===== config.mk =====
export PLATFORM = sky130hd
export DESIGN_NAME = tmr_core
export DESIGN_NICKNAME = d
export VERILOG_FILES = /design/src/rtl/tmr_pkg.sv /design/src/rtl/tmr_prescale.sv /design/src/rtl/tmr_count.sv /design/src/rtl/tmr_chan.sv /design/src/rtl/tmr_core.sv
export SDC_FILE = /design/constraint.sdc
export NUM_CORES = 1
export LEC_CHECK = 0
export BUFFER_PORTS_ARGS = -buffer_cell sky130_fd_sc_hd__buf_2
export CORE_UTILIZATION = 50
export CTS_CLUSTER_SIZE = 16
export DETAILED_ROUTE_END_ITERATION = 16
export PLACE_DENSITY = 0.77
export SYNTH_ARGS = -nofsm -noshare
export SYNTH_HDL_FRONTEND = slang
export SYNTH_HIERARCHICAL = 1
export SYNTH_SLANG_ARGS = --single-unit

===== constraint.sdc =====
create_clock -name clk -period 3.7 [get_ports clk]
set_input_delay 0.37 -clock clk [delete_from_list [all_inputs] [get_ports clk]]
set_output_delay 0.37 -clock clk [all_outputs]
set_load 0.005 [all_outputs]

===== src/rtl/tmr_pkg.sv =====
package tmr_pkg;
  localparam int CW    = 16;
  localparam int PRE_W = 3;

  typedef enum logic [1:0] {
    MODE_STOP = 2'b00,
    MODE_UP   = 2'b01,
    MODE_CONT = 2'b10,
    MODE_UPDN = 2'b11
  } mode_e;

  typedef struct packed {
    logic [CW-1:0] cnt;
    logic          down;
    logic          ovf;
  } step_t;

  // last prescaler state before a count step: 0,1,3,7
  function automatic logic [PRE_W-1:0] div_last(input logic [1:0] d);
    return PRE_W'((4'd1 << d) - 4'd1);
  endfunction

  function automatic logic may_run(input mode_e m, input logic [CW-1:0] per);
    return (m != MODE_STOP) && !((m == MODE_UP || m == MODE_UPDN) && per == '0);
  endfunction

  function automatic step_t next_count(input mode_e m, input logic [CW-1:0] c,
                                       input logic [CW-1:0] per, input logic dn);
    step_t r;
    r.cnt  = c;
    r.down = dn;
    r.ovf  = 1'b0;
    case (m)
      MODE_UP: begin
        if (c >= per) begin
          r.cnt = '0;
          r.ovf = 1'b1;
        end else r.cnt = c + 1'b1;
      end
      MODE_CONT: begin
        r.cnt = c + 1'b1;
        r.ovf = (c == {CW{1'b1}});
      end
      MODE_UPDN: begin
        if (!dn && c < per) r.cnt = c + 1'b1;
        else if (dn && c == '0) begin
          r.cnt  = CW'(1);
          r.down = 1'b0;
        end else begin
          r.cnt  = c - 1'b1;
          r.ovf  = (c == CW'(1));
          r.down = (c != CW'(1));
        end
      end
      default: ;
    endcase
    return r;
  endfunction
endpackage


===== src/rtl/tmr_prescale.sv =====
module tmr_prescale import tmr_pkg::*; (
  input  logic       clk,
  input  logic       rst_n,
  input  logic       tick,
  input  logic [1:0] div,
  input  logic       restart,
  output logic       step
);
  logic [PRE_W-1:0] pre_q;

  assign step = tick && !restart && (pre_q == div_last(div));

  always_ff @(posedge clk or negedge rst_n) begin
    if (!rst_n)       pre_q <= '0;
    else if (restart) pre_q <= '0;
    else if (tick)    pre_q <= step ? '0 : pre_q + 1'b1;
  end

  assert_step_wrap_R4: assert property (@(posedge clk) disable iff (!rst_n)
    step |=> (pre_q == '0));
  assert_pre_restart_R13: assert property (@(posedge clk) disable iff (!rst_n)
    restart |=> (pre_q == '0));
endmodule


===== src/rtl/tmr_count.sv =====
module tmr_count import tmr_pkg::*; (
  input  logic          clk,
  input  logic          rst_n,
  input  logic          step,
  input  mode_e         mode,
  input  logic [CW-1:0] period,
  input  logic          load,
  input  logic [CW-1:0] load_val,
  input  logic          clr,
  output logic [CW-1:0] cnt,
  output logic          adv,
  output logic          ovf_set
);
  step_t nxt;
  logic  down_q;

  always_comb begin
    nxt     = next_count(mode, cnt, period, down_q);
    adv     = step && may_run(mode, period) && !load && !clr;
    ovf_set = adv && nxt.ovf;
  end

  always_ff @(posedge clk or negedge rst_n) begin
    if (!rst_n) begin
      cnt    <= '0;
      down_q <= 1'b0;
    end else if (clr) begin
      cnt    <= '0;
      down_q <= 1'b0;
    end else if (load) begin
      cnt    <= load_val;
    end else if (adv) begin
      cnt    <= nxt.cnt;
      down_q <= nxt.down;
    end
  end

  assert_clear_R5: assert property (@(posedge clk) disable iff (!rst_n)
    clr |=> (cnt == '0));
  assert_hold_stop_R2: assert property (@(posedge clk) disable iff (!rst_n)
    (mode == MODE_STOP && !load && !clr) |=> $stable(cnt));
  assert_zero_hold_R7: assert property (@(posedge clk) disable iff (!rst_n)
    ((mode == MODE_UP || mode == MODE_UPDN) && period == '0 && !load && !clr) |=> $stable(cnt));
  assert_up_wrap_R6: assert property (@(posedge clk) disable iff (!rst_n)
    (ovf_set && mode == MODE_UP) |=> (cnt == '0));
  assert_cont_wrap_R8: assert property (@(posedge clk) disable iff (!rst_n)
    (ovf_set && mode == MODE_CONT) |-> (cnt == {CW{1'b1}}));
  assert_updn_floor_R9: assert property (@(posedge clk) disable iff (!rst_n)
    (ovf_set && mode == MODE_UPDN) |-> (cnt == CW'(1)));
endmodule


===== src/rtl/tmr_chan.sv =====
module tmr_chan import tmr_pkg::*; (
  input  logic          clk,
  input  logic          rst_n,
  input  logic [CW-1:0] cnt,
  input  logic          adv,
  input  logic          val_we,
  input  logic          ctl_we,
  input  logic [CW-1:0] wdata,
  input  logic          in_lvl,
  output logic [CW-1:0] val,
  output logic          flag,
  output logic          sync,
  output logic          hit
);
  assign hit = adv && (cnt == val);

  always_ff @(posedge clk or negedge rst_n) begin
    if (!rst_n) begin
      val  <= '0;
      flag <= 1'b0;
      sync <= 1'b0;
    end else begin
      if (val_we) val <= wdata;
      flag <= (ctl_we ? wdata[0] : flag) | hit;
      if (hit) sync <= in_lvl;
    end
  end

  assert_hit_flag_R10: assert property (@(posedge clk) disable iff (!rst_n)
    hit |=> flag);
  assert_hit_sync_R10: assert property (@(posedge clk) disable iff (!rst_n)
    hit |=> (sync == $past(in_lvl)));
endmodule


===== src/rtl/tmr_core.sv =====
module tmr_core #(
  parameter int NCH = 3
) (
  input  logic           clk,
  input  logic           rst_n,
  input  logic           bus_en,
  input  logic           bus_wr,
  input  logic [4:0]     bus_addr,
  input  logic [15:0]    bus_wdata,
  output logic [15:0]    bus_rdata,
  output logic           bus_err,
  input  logic           tick_a,
  input  logic           tick_b,
  input  logic [NCH-1:0] ch_in,
  output logic           ovf_flag,
  output logic [NCH-1:0] cmp_flag
);
  import tmr_pkg::*;

  localparam logic [3:0] W_CTL = 4'd0;
  localparam logic [3:0] W_CNT = 4'd8;
  localparam logic [3:0] NCH_W = 4'(NCH);

  logic [3:0]    word;
  logic          in_chctl, in_chval, legal, wr_ok, rd_ok;
  logic          ctl_wr, cnt_wr, clr, restart;
  logic          src_q, ovf_q;
  logic [1:0]    div_q;
  mode_e         mode_q;
  logic          tick_sel, step, adv, ovf_set;
  logic [CW-1:0] cnt_q, rd_val;
  logic [CW-1:0] ch_val [NCH];
  logic [NCH-1:0] ch_flag, ch_sync, ch_hit;

  // address decode
  assign word     = bus_addr[4:1];
  assign in_chctl = (word >= 4'd1) && (word <= NCH_W);
  assign in_chval = (word >= 4'd9) && ((word - 4'd8) <= NCH_W);
  assign legal    = bus_en && !bus_addr[0] &&
                    (word == W_CTL || word == W_CNT || in_chctl || in_chval);
  assign wr_ok    = legal && bus_wr;
  assign rd_ok    = legal && !bus_wr;
  assign ctl_wr   = wr_ok && word == W_CTL;
  assign cnt_wr   = wr_ok && word == W_CNT;
  assign clr      = ctl_wr && bus_wdata[5];
  assign restart  = clr || (ctl_wr && bus_wdata[2:1] != div_q);
  assign tick_sel = src_q ? tick_b : tick_a;

  tmr_prescale u_pre (
    .clk(clk), .rst_n(rst_n), .tick(tick_sel), .div(div_q),
    .restart(restart), .step(step)
  );

  tmr_count u_cnt (
    .clk(clk), .rst_n(rst_n), .step(step), .mode(mode_q), .period(ch_val[0]),
    .load(cnt_wr), .load_val(bus_wdata), .clr(clr),
    .cnt(cnt_q), .adv(adv), .ovf_set(ovf_set)
  );

  for (genvar g = 0; g < NCH; g++) begin : g_ch
    tmr_chan u_ch (
      .clk(clk), .rst_n(rst_n), .cnt(cnt_q), .adv(adv),
      .val_we(wr_ok && word == 4'(g + 9)),
      .ctl_we(wr_ok && word == 4'(g + 1)),
      .wdata(bus_wdata), .in_lvl(ch_in[g]),
      .val(ch_val[g]), .flag(ch_flag[g]), .sync(ch_sync[g]), .hit(ch_hit[g])
    );
  end

  always_ff @(posedge clk or negedge rst_n) begin
    if (!rst_n) begin
      src_q  <= 1'b0;
      div_q  <= 2'd0;
      mode_q <= MODE_STOP;
      ovf_q  <= 1'b0;
    end else begin
      if (ctl_wr) begin
        src_q  <= bus_wdata[0];
        div_q  <= bus_wdata[2:1];
        mode_q <= mode_e'(bus_wdata[4:3]);
      end
      ovf_q <= (ctl_wr ? bus_wdata[6] : ovf_q) | ovf_set;
    end
  end

  always_comb begin
    rd_val = '0;
    if (word == W_CTL) rd_val = {9'd0, ovf_q, 1'b0, mode_q, div_q, src_q};
    if (word == W_CNT) rd_val = cnt_q;
    for (int i = 0; i < NCH; i++) begin
      if (word == 4'(i + 1)) rd_val = {14'd0, ch_sync[i], ch_flag[i]};
      if (word == 4'(i + 9)) rd_val = ch_val[i];
    end
  end

  always_ff @(posedge clk or negedge rst_n) begin
    if (!rst_n) begin
      bus_rdata <= '0;
      bus_err   <= 1'b0;
    end else begin
      bus_rdata <= rd_ok ? rd_val : '0;
      bus_err   <= bus_en && !legal;
    end
  end

  assign ovf_flag = ovf_q;
  assign cmp_flag = ch_flag;

  assert_err_quiet_R11: assert property (@(posedge clk) disable iff (!rst_n)
    bus_err |-> (bus_rdata == '0));
  assert_ovf_sticks_R6: assert property (@(posedge clk) disable iff (!rst_n)
    ovf_set |=> ovf_flag);
  assert_bad_write_R11: assert property (@(posedge clk) disable iff (!rst_n)
    (bus_en && bus_wr && bus_addr[0] && !ovf_set) |=> $stable(ovf_flag));
endmodule


* Yosys cells after proc, flatten, opt, wreduce, memory -nomap -nowiden
Index checks and enable logic that the tools add are counted.
Word-level totals: logic and storage cells 140, input bits 30, memories kept 0, output and inout port bits 21, bits in latches 0, bits in registers 97, bits in read-only memories 0, RAM bits 0
Operators by class: multiply operators 0, shifts and indexed selects 1, div/mod/pow operators 0, reductions and logical operators 54, bitwise logic cells 4, equal/unequal tests 20, mux-type cells 32, add/subtract/negate cells 5, order comparisons 6
Operator list (number):
- 2-to-1 mux 16 bit | 13
- equality test 16 bit | 3
- case mux 16 bit (3 select lines) | 1
- logical NOT 16 bit | 2
- logical AND 1 bit | 30
- 2-to-1 mux 17 bit | 1
- adder 16 x 1 -> 16 bit, second input constant | 1
- equality test 16 x 1 -> 1 bit, second input constant | 1
- equality test 16 bit, second input constant | 1
- equality test 4 bit, second input constant | 4
- greater-or-equal comparator 16 bit | 1
- less-than comparator 16 bit | 1
- != test 16 x 1 -> 1 bit, second input constant | 1
- subtractor 16 x 1 -> 16 bit, second input constant | 1
- 2-to-1 mux 1 bit | 11
- 2-to-1 mux 3 bit | 3
- equality test 4 x 2 -> 1 bit, second input constant | 2
- <= comparator 4 x 2 -> 1 bit, second input constant | 2
- logical NOT 1 bit | 8
- nonzero test 2 bit | 4
- 2-to-1 mux 7 bit | 1
- logical OR 1 bit | 5
- nonzero test 5 bit | 1
- equality test 2 bit, second input constant | 2
- 18 further kinds | 22

* Logic depth before layout (Yosys ltp)
Gate-level depths: netlist of run 1.
depth in word-level cells 18, gate-level depth with buffers 13, depth with buffers taken out 11

* By module
The synthesis of run 1 kept the hierarchy.
Modules (own cells, without submodules):
- tmr_chan | cells an instance 61, instances 3, seq. area each 450.4 µm², area each 859.6 µm²
- tmr_count | cells an instance 290, instances 1, seq. area each 425.4 µm², area each 2157.1 µm²
- tmr_core | cells an instance 151, instances 1, seq. area each 575.6 µm², area each 1535.2 µm²
- tmr_prescale | cells an instance 24, instances 1, seq. area each 75.1 µm², area each 220.2 µm²

* Least setup slack after synthesis of run 1
Ideal clock, no wire load.
path kind register -> register, start point register u_cnt.cnt[13], end point register u_cnt.cnt[9], buffers on the path 1, required time 3635 ps, library setup time 65 ps, slack 966 ps, arrival time 2670 ps, cell stages (with the launch flop) 10, clock period less this slack 2734 ps, cell sequence dfrtp_1 ha_1 nand4_2 or4_1 a21o_4 a31o_4 buf_6 or3_1 a21oi_1 o22a_1
On the way: cells in the longest elaborated chain, start to end 8, elaborated cells on any way between the ends 12
Ends and longest elaborated chain:
- start: declaration | line tmr_count.sv:10 | output logic [CW-1:0] cnt,
- start signal: assignment | line tmr_count.sv:31 | cnt <= load_val;
- start signal: assignment | line tmr_count.sv:33 | cnt <= nxt.cnt;
- branches (longest 4 deep; another with less-than comparator 16 bit)
- case mux 16 bit (3 select lines) (*) | line tmr_pkg.sv:33 | case (m)
- 2-to-1 mux 16 bit (*) | line tmr_count.sv:32 | end else if (adv) begin
- 2-to-1 mux 16 bit (*) | line tmr_count.sv:30 | end else if (load) begin
- 2-to-1 mux 16 bit (*) | line tmr_count.sv:27 | end else if (clr) begin
Mark *: on every way between the ends. The select of a mux whose other input is x is not followed. A chain may end at the register's enable or synchronous reset.

* Worst setup path after layout of run 1
start point register div_q[0], end point register g_ch[0].u_ch.sync
On the way: cells in the longest elaborated chain, start to end 10, elaborated cells on any way between the ends 13
Ends and longest elaborated chain:
- start: declaration | line tmr_core.sv:28 | logic [1:0] div_q;
- start signal: assignment | line tmr_core.sv:79 | div_q <= bus_wdata[2:1];
- branches (longest 5 deep; another with subtractor 3 x 1 -> 3 bit)
- logical AND 1 bit (*) | line tmr_prescale.sv:11 | assign step = tick && !restart && (pre_q == div_last(div));
- named net step | line tmr_core.sv:30 | logic tick_sel, step, adv, ovf_set;
- logical AND 1 bit (*) (3 in series) | line tmr_count.sv:19 | adv = step && may_run(mode, period) && !load && !clr;
- named net adv | line tmr_core.sv:30
- logical AND 1 bit (*) | line tmr_chan.sv:15 | assign hit = adv && (cnt == val);
- named net ch_hit[0] | line tmr_core.sv:33 | logic [NCH-1:0] ch_flag, ch_sync, ch_hit;
- end signal: assignment | line tmr_chan.sv:25 | if (hit) sync <= in_lvl;
- end: declaration | line tmr_chan.sv:12 | output logic sync,
Mark *: on every way through the listed nets, which the timed path passes.

==> flow_summary_export.csv, run 1 <==
group,metric,value,unit
status,status,"finished clean",
cts,cts_hold_buffers,0,
global_route,grtUsageTotal,29.5,%
cts,clockBufferDepth,2,
sta,hold_viol_final,0,
sta,fin_crit,3.20,ns
power_and_ir_drop,ir_drop,0.000258,V
cts,clock_sinks,97,
power_and_ir_drop,powerDensity,589,mW/mm²
setup_path,crit_chain,"or4_4 > o22a_1 > a21oi_1 > o21a_1 > o21ai_0 > nor3_1 > nand2_1 > nor4_4 > mux2_4",
global_route,overflow,0,
route,antenna_left,0,
die,start_util,51.4,%
cts,clock_latency,0.36,ns
logic_synthesis,synthArstFlopShare,100,%
setup_path,crit_required,3.94,ns
route,vias_per_cell,6.42,
cts,cts_tree,"yes",
route,wirelength,18800,µm
die,rows,41,
sta,skew,0.0111,ns
logic_synthesis,postSynthNetCount,699,
die,die_w,116,µm
setup_path,crit_type,"reg2reg",
setup_path,cp-end-kind,"flip-flop",
global_route,grt_first_pass_wirelength,29500,µm
sta,slew_headroom,54.2,%
placed_design,routabilityCongestion,0.890,
sta,worst_slack,0.500,ns
route,wl_per_cell,21.6,µm
cts,clkSlewWorstSetupHoldPaths,0.07,ns
cts,cts_resized,0,
logic_synthesis,synth_area_leaders,"dfrtp_1 37%, mux2_2 9.5%, mux2i_1 5.1%",
logic_synthesis,synth_top_area_share,37.4,%
die,core-area,0.0126,mm²
logic_synthesis,synth_edf_count,0,
layout,drive_above_1_share,24.3,%
run,cap_viol_max_count,0,
global_route,grt_max_degree,57,
placed_design,dpl.hpwl,13200,µm
route,drcViolationCount,0,
placed_design,dpl_cell_area,0.00695,mm²
logic_synthesis,synth_flop_cell,"dfrtp_1",
setup_path,arrival,3.44,ns
setup_path,critPathMaxFanout,6,
sta,finalCritPeriodShare,86.5,%
logic_synthesis,synthCells,648,
layout,num_antenna_cells,0,
logic_synthesis,synth_warnings,6,
setup_path,start_kind,"flip-flop",
setup_path,critPathSlowestCell,"or4_4",
die,die_y,116,µm
global_route,antenna_found_initial,0,
logic_synthesis,synth_most_common_cell,"dfrtp_1",
logic_synthesis,seq_area_frac_synth,37.4,%
sta,max_clock_freq,313,MHz
layout,num-nets-final,745,
layout,finalInstanceArea,0.00725,mm²
die,dieArea,0.0134,mm²
route,dr.first_iter.drc_count,657,
cts,ctsRootBufferMaster,"clkbuf_16",
logic_synthesis,syn_area_per_cell,10.0,µm²
cts,post-cts-setup-buffers,0,
logic_synthesis,yosysTopAreaCell,"dfrtp_1",
cts,numCtsBuffers,9,
logic_synthesis,syn_area,0.00649,mm²
logic_synthesis,synth_commonest_cells,"97 x dfrtp_1, 55 x mux2_2, 37 x xnor2_1",
worst_hold_path,hold_class,"in2async",
logic_synthesis,ys_types,71,
route,via_count,5594,
sta,worst_pin_slew,0.687,ns
cts,cts_max_level,3,
setup_path,r2r_slack,0.50,ns
placed_design,place_ws,0.508,ns
sta,setup_viol,0,
sta,finalSetupTns,0,ns
die,ioPinCount,51,
setup_path,cpPeakStageDelay,0.56,ns
global_route,grt_pass1_vias,5502,
power_and_ir_drop,leakagePower,3.16,nW
sta,final-max-slew-violation-count,0,
route,dr.pass1.iters,6,
layout,syn_to_final_growth,11.6,%
placed_design,io_buffers,50,
sta,rsz0062_at_grt,"no",
logic_synthesis,ys_seq_elements,97,
==> metal layers <==
metal	part of all wire [%]	GRT usage, %	vias to the layer above
met4	4.2	16.7	0
met5	0	0	-
li1	-	-	2492
met1	40	36.8	2738
met2	48	47.4	294
met3	8.6	6.38	70
==> worst paths after layout <==
path                              startpoint                 to  cells after the start
setup / recovery                    div_q[0]  g_ch[0].u_ch/sync                      9
hold / removal                         rst_n     u_pre/pre_q[0]                      1
setup reg to reg                    div_q[0]  g_ch[0].u_ch/sync                      9
hold reg to reg            g_ch[1].u_ch/sync  g_ch[1].u_ch/sync                      1
max in group asynchronous              rst_n       u_cnt/cnt[7]                      2
min in group clk                      bus_en            bus_err                      2
==> metrics by stage <==
step	hold slack, ns	std cells	util, %	power, mW
floorplan	0.0744	648	-	2.72
global placement	0.445	855	55.1	3.20
detailed placement	0.458	855	55.1	3.28
CTS	0.0781	871	57.4	4.23
global route	0.110	871	57.4	4.49
finish	0.0643	871	57.4	4.27
==> power breakdown <==
| part | leakage (nW) | internal, mW | total, mW | switching, mW |
|---|---|---|---|---|
| sequential | 1.28 | 1.23 | 1.59 | 0.362 |
| combinational | 1.73 | 0.757 | 1.72 | 0.968 |
| clock | 0.143 | 0.527 | 0.950 | 0.423 |
==> worst max-delay path, delay by kind of cell (launching register included) <==
family / cells / cell delay (ns)
AO/OA/AOI/OAI: 4 / 0.74
flip-flops: 1 / 0.44
multiplexers: 1 / 0.32
AND/OR/NAND/NOR: 4 / 1.57
==> cell type report <==
type | count | area, µm²
well taps | 172 | 215
multi-input cells | 492 | 3820
inverters | 25 | 93.8
fillers | 1102 | 5370
clock inverters | 6 | 68.8
flip-flops and latches | 97 | 2430
repair buffers | 69 | 395
clock buffers | 10 | 229
==> cell usage in the layout, fill, tap and decap left out, types with 8 or more instances in the layout <==
cell type	count
buf_2	49
buf_4	20
ha_1	21
inv_1	25
nor2_1	34
o22ai_1	16
a22oi_1	8
nor3_1	18
nand2b_1	9
nand4_1	22
and2_1	16
dfrtp_1	97
xnor2_1	37
a21oi_1	28
and3_1	8
xor2_1	14
mux2_2	55
clkbuf_16	9
nand3_1	19
o21ai_0	14
nor4_1	11
nand2_1	23
mux2i_1	33
==> state kept, by name, indices dropped and copies added (netlist names) <==
register / flops
src_q: 1
g_ch.u_ch/sync: 3
ovf_flag: 1
g_ch.u_ch/val: 48
mode_q: 2
u_cnt/down_q: 1
div_q: 2
u_cnt/cnt: 16
bus_err: 1
bus_rdata: 16
g_ch.u_ch/flag: 3
u_pre/pre_q: 3
==> kinds of logic (layout without fill, tap and decap cells) <==
| group | after synthesis | in the layout | synth area share (%) |
|---|---|---|---|
| muxes | 91 | 91 | 15.3 |
| and+or+nand+nor | 207 | 207 | 19.1 |
| DFF | 97 | 97 | 37.4 |
| adders and majority gates | 21 | 21 | 4.05 |
| AOI/OAI and AO/OA | 122 | 122 | 13.4 |
| xor gates and xnor gates | 51 | 51 | 6.88 |
| buffers and inverters | 59 | 110 | 3.80 |
(Power assumes the default switching activity.)
==> run 2: changes to the inputs <==
- CTS_BUF_LIST: default -> sky130_fd_sc_hd__clkbuf_2 sky130_fd_sc_hd__clkbuf_4 sky130_fd_sc_hd__clkbuf_8
==> flow_summary_export.csv, run 2 (synthesized netlist as in run 1, its figures left out) <==
group,metric,value,unit
route,vias_per_cell,6.44,
cts,cts_resized,0,
sta,final-max-slew-violation-count,0,
cts,cts_max_level,3,
route,via_count,5609,
die,start_util,51.4,%
cts,cts_hold_buffers,0,
setup_path,cpPeakStageDelay,0.59,ns
die,ioPinCount,51,
global_route,antenna_found_initial,0,
sta,slew_headroom,53.5,%
placed_design,place_ws,0.508,ns
sta,hold_viol_final,0,
status,status,"finished clean",
route,dr.first_iter.drc_count,579,
worst_hold_path,hold_class,"in2async",
die,dieArea,0.0134,mm²
global_route,overflow,0,
cts,post-cts-setup-buffers,0,
layout,num_antenna_cells,0,
power_and_ir_drop,ir_drop,0.000255,V
sta,fin_crit,3.24,ns
power_and_ir_drop,power,4.03,mW
route,drcViolationCount,0,
cts,clock_sinks,97,
placed_design,io_buffers,50,
layout,final_common_cell,"dfrtp_1",
layout,finalInstanceArea,0.00715,mm²
die,die_y,116,µm
global_route,grtUsageTotal,29.3,%
power_and_ir_drop,powerDensity,563,mW/mm²
setup_path,crit_chain,"or4_4 > o22a_1 > a21oi_1 > o21a_1 > o21ai_0 > nor3_1 > nand2_1 > nor4_4 > mux2_4",
run,cap_viol_max_count,0,
cts,ctsRootBufferMaster,"clkbuf_8",
global_route,grt_max_degree,57,
die,die_w,116,µm
setup_path,critPathMaxFanout,6,
layout,top_register,"g_ch.u_ch/val",
layout,drive_above_1_share,24.5,%
setup_path,path_buf_inv,0,
cts,clkSlewWorstSetupHoldPaths,0.09,ns
sta,skew,0.0164,ns
placed_design,dpl_cell_area,0.00695,mm²
setup_path,cp-end-kind,"flip-flop",
cts,clock_latency,0.39,ns
sta,worst_pin_slew,0.692,ns
layout,num-nets-final,745,
placed_design,routabilityCongestion,0.890,
setup_path,arrival,3.52,ns
die,rows,41,
global_route,grt_pass1_vias,5463,
cts,numCtsBuffers,9,
sta,max_clock_freq,308,MHz
die,core-area,0.0126,mm²
setup_path,crit_type,"reg2reg",
route,wirelength,18700,µm
sta,setup_viol,0,
cts,clockBufferDepth,2,
sta,finalSetupTns,0,ns
power_and_ir_drop,leakagePower,3.11,nW
placed_design,dpl.hpwl,13200,µm
route,wl_per_cell,21.4,µm
route,antenna_left,0,
route,dr.pass1.iters,5,
layout,syn_to_final_growth,10.1,%
layout,final_cell_mix,"97 x dfrtp_1, 55 x mux2_2, 49 x buf_2",
placed_design,placed_cells,855,
sta,rsz0062_at_grt,"no",
layout,largestRegisters,"g_ch.u_ch/val (48), bus_rdata (16), u_cnt/cnt (16)",
setup_path,critical_path.top_delay_family,"simple AND/OR/NAND/NOR gates",
setup_path,crit_required,3.98,ns
global_route,grt_first_pass_wirelength,29300,µm
sta,finalCritPeriodShare,87.6,%
layout,largest_reg_flops,48,
setup_path,critPathSlowestCell,"nor3_1",
cts,cts_tree,"yes",
setup_path,start_kind,"flip-flop",
layout,stdcell_count,871,
sta,worst_slack,0.457,ns
[run 2: routing by layer]
metal	track usage (%)	vias to the layer above	part of all wire (%)
met3	5.02	57	7.2
met1	37.0	2818	40
li1	-	2475	-
met2	47.3	259	48
met4	17.1	0	4.1
met5	0	-	0
[run 2: layout make-up]
cell class	count	area (µm²)
Clock buffer	10	131
Tap cell	172	215
Multi-Input combinational cell	492	3820
Fill cell	1123	5470
Sequential cell	97	2430
Clock inverter	6	68.8
Inverter	25	93.8
Timing Repair Buffer	69	395
[run 2: report_power, final]
group	total [mW]	leakage [nW]	switching, mW	internal (mW)
registers	1.59	1.28	0.360	1.23
clock network	0.719	0.0999	0.397	0.322
logic	1.72	1.73	0.959	0.756
total	4.03	3.11	1.72	2.31
[run 2: per-stage QoR]
stage / hold WS (ns) / util (%)
after global placement: 0.445 / 55.1
after detailed placement: 0.458 / 55.1
final: 0.0285 / 56.7
after CTS: 0.0327 / 56.7
after global routing: 0.0660 / 56.7
after floorplan: 0.0744 / -
[run 2: path summary, 6_finish.rpt]
check                                  startpoint           endpoint  slack [ns]  cells past startpoint
worst max-delay path                     div_q[0]  g_ch[0].u_ch/sync        0.46                      9
worst max register to register           div_q[0]  g_ch[0].u_ch/sync        0.46                      9
worst min register to register  g_ch[1].u_ch/sync  g_ch[1].u_ch/sync        0.53                      1
max in group asynchronous                   rst_n       u_cnt/cnt[1]        2.85                      2
worst min-delay path                        rst_n     u_pre/pre_q[0]        0.03                      1
min in group clk                           bus_en            bus_err        0.21                      2
==> run 3: changes to the inputs <==
==> constraint.sdc (replaced) <==
create_clock -name clk -period 3.7 [get_ports clk]
set_input_delay 0.185 -clock clk [delete_from_list [all_inputs] [get_ports clk]]
set_output_delay 0.185 -clock clk [all_outputs]
set_load 0.005 [all_outputs]
==> flow_summary_export.csv, run 3 (synthesized netlist as in run 1, its figures left out) <==
group,metric,value,unit
cts,post-cts-setup-buffers,0,
layout,largest_reg_flops,48,
sta,skew,0.00974,ns
placed_design,dpl_cell_area,0.00696,mm²
cts,numCtsBuffers,9,
layout,syn_to_final_growth,10.7,%
setup_path,r2r-start,"div_q[1]",
layout,num-nets-final,747,
placed_design,io_buffers,50,
layout,largestRegisters,"g_ch.u_ch/val (48), bus_rdata (16), u_cnt/cnt (16)",
cts,cts_hold_buffers,1,
die,die_y,116,µm
status,status,"finished clean",
setup_path,crit_type,"reg2reg",
cts,cts_max_level,3,
layout,final_cell_mix,"97 x dfrtp_1, 55 x mux2_2, 49 x buf_2",
sta,worst_pin_slew,0.736,ns
die,ioPinCount,51,
power_and_ir_drop,combPwrFrac,42.5,%
cts,clock_sinks,97,
setup_path,path_buf_inv,0,
cts,clockBufferDepth,2,
cts,ctsRootBufferMaster,"clkbuf_8",
worst_hold_path,hold_end,"g_ch[1].u_ch/sync",
sta,finalSetupTns,0,ns
worst_hold_path,hold_depth,2,
global_route,grt.busiest_layer,"met2",
setup_path,r2r_slack,0.55,ns
die,core-area,0.0126,mm²
route,dr.pass1.iters,5,
power_and_ir_drop,sw_frac_of_total,41.5,%
global_route,met1_usage,37.2,%
layout,final_common_cell,"dfrtp_1",
layout,fillers,1121,
route,wl_per_cell,21.3,µm
layout,top_register,"g_ch.u_ch/val",
setup_path,r2r_end,"g_ch[1].u_ch/sync",
setup_path,critPathSlowestCell,"nor3_1",
sta,hold_viol_final,0,
die,rows,41,
run,cap_viol_max_count,0,
sta,finalCritPeriodShare,85.1,%
global_route,grt_max_degree,56,
sta,fin_crit,3.15,ns
global_route,met2_usage,48.3,%
worst_hold_path,hold_class,"in2reg",
cts,cts_tree,"yes",
route,vias_per_cell,6.38,
die,start_util,51.4,%
setup_path,cpPeakStageDelay,0.57,ns
setup_path,crit_chain,"or4_4 > o22a_1 > a21oi_1 > o21a_1 > o21ai_0 > nor3_1 > nand2_1 > nor4_4 > mux2_4",
power_and_ir_drop,power.share.clock,19.0,%
die,die_w,116,µm
global_route,grt_pass1_vias,5400,
die,dieArea,0.0134,mm²
sta,rsz0062_at_grt,"no",
setup_path,arrival,3.43,ns
setup_path,start_kind,"flip-flop",
global_route,grt_first_pass_wirelength,29100,µm
setup_path,critPathMaxFanout,7,
power_and_ir_drop,power.internal,2.41,mW
setup_path,r2r_cells,9,
sta,setup_viol,0,
power_and_ir_drop,pwr-share-seq,38.4,%
global_route,antenna_found_initial,0,
route,antenna_left,0,
worst_hold_path,worstHoldStart,"ch_in[1]",
sta,max_clock_freq,317,MHz
setup_path,crit_required,3.98,ns
layout,num_antenna_cells,0,
setup_path,critical_path.top_delay_family,"simple AND/OR/NAND/NOR gates",
route,via_count,5566,
cts,cts_resized,0,
layout,finalInstanceArea,0.00718,mm²
global_route,grtUsageTotal,29.2,%
route,dr.first_iter.drc_count,623,
setup_path,cp-end-kind,"flip-flop",
layout,drive_above_1_share,24.4,%
route,drcViolationCount,0,
placed_design,routabilityCongestion,0.937,
power_and_ir_drop,p_sw,1.70,mW
power_and_ir_drop,powerDensity,572,mW/mm²
power_and_ir_drop,leakagePower,3.14,nW
global_route,gr-usage-met3,5.54,%
power_and_ir_drop,ir_drop,0.000231,V
sta,final-max-slew-violation-count,0,
cts,clock_latency,0.38,ns
global_route,overflow,0,
cts,clkSlewWorstSetupHoldPaths,0.09,ns
placed_design,dpl.hpwl,13300,µm
sta,slew_headroom,51.0,%
route,wirelength,18600,µm
-- run 3: cell types whose count changed in the layout (fill, tap and decap cells not counted), sizes merged --
cell,previous run,this run
clkinvlp,1,0
bufinv,1,2
clkbuf,10,12
buf,69,70
clkinv,4,1
dlygate4sd3,0,1
-- run 3: layout make-up --
class                      count  area [µm²]  area share [%]
tap                          172         215            3.00
inverter                      25        93.8            1.31
timing repair buffer          71         413            5.75
multi-input combinational    492        3820            53.1
clock inverter                 3        65.1           0.906
sequential                    97        2430            33.8
clock buffer                  12         153            2.12
-- run 3: routing by layer --
layer	up-vias	wire, µm
li1	2484	-
met1	2762	7750
met2	269	9020
met3	51	1160
met4	0	662
met5	-	0
-- run 3: worst max path at each step --
stage / start / end / slack [ns] / depth (start not counted)
floorplan: u_cnt/cnt[13] / u_cnt/cnt[9] / 0.97 / 9
global placement: bus_addr[1] / g_ch[2].u_ch/sync / 0.68 / 13
detailed placement: bus_addr[1] / g_ch[1].u_ch/sync / 0.52 / 13
CTS: div_q[0] / g_ch[1].u_ch/sync / 0.57 / 9
global route: u_cnt/cnt[14] / ovf_flag / 0.37 / 10
finish: div_q[1] / g_ch[1].u_ch/sync / 0.55 / 9
-- run 3: power groups by stage --
stage | Combinational [mW] | Sequential [mW] | Clock (mW)
2_1_floorplan | 1.20 | 1.51 | 0
3_3_place_gp | 1.66 | 1.57 | 0
3_5_place_dp | 1.71 | 1.59 | 0
4_1_cts | 1.72 | 1.57 | 0.798
5_1_grt | 1.91 | 1.61 | 0.840
6_report | 1.75 | 1.58 | 0.783
-- run 3: per-stage QoR --
step           power (mW)  cells  hold slack, ns  setup WS, ns  util [%]
2_1_floorplan        2.72    648          -0.111         0.966         -
3_3_place_gp         3.23    856           0.276         0.683      55.1
3_5_place_dp         3.30    856           0.291         0.516      55.1
4_1_cts              4.08    872          0.0140         0.568      56.9
5_1_grt              4.36    872          0.0199         0.373      56.9
6_report             4.11    872          0.0325         0.550      56.9
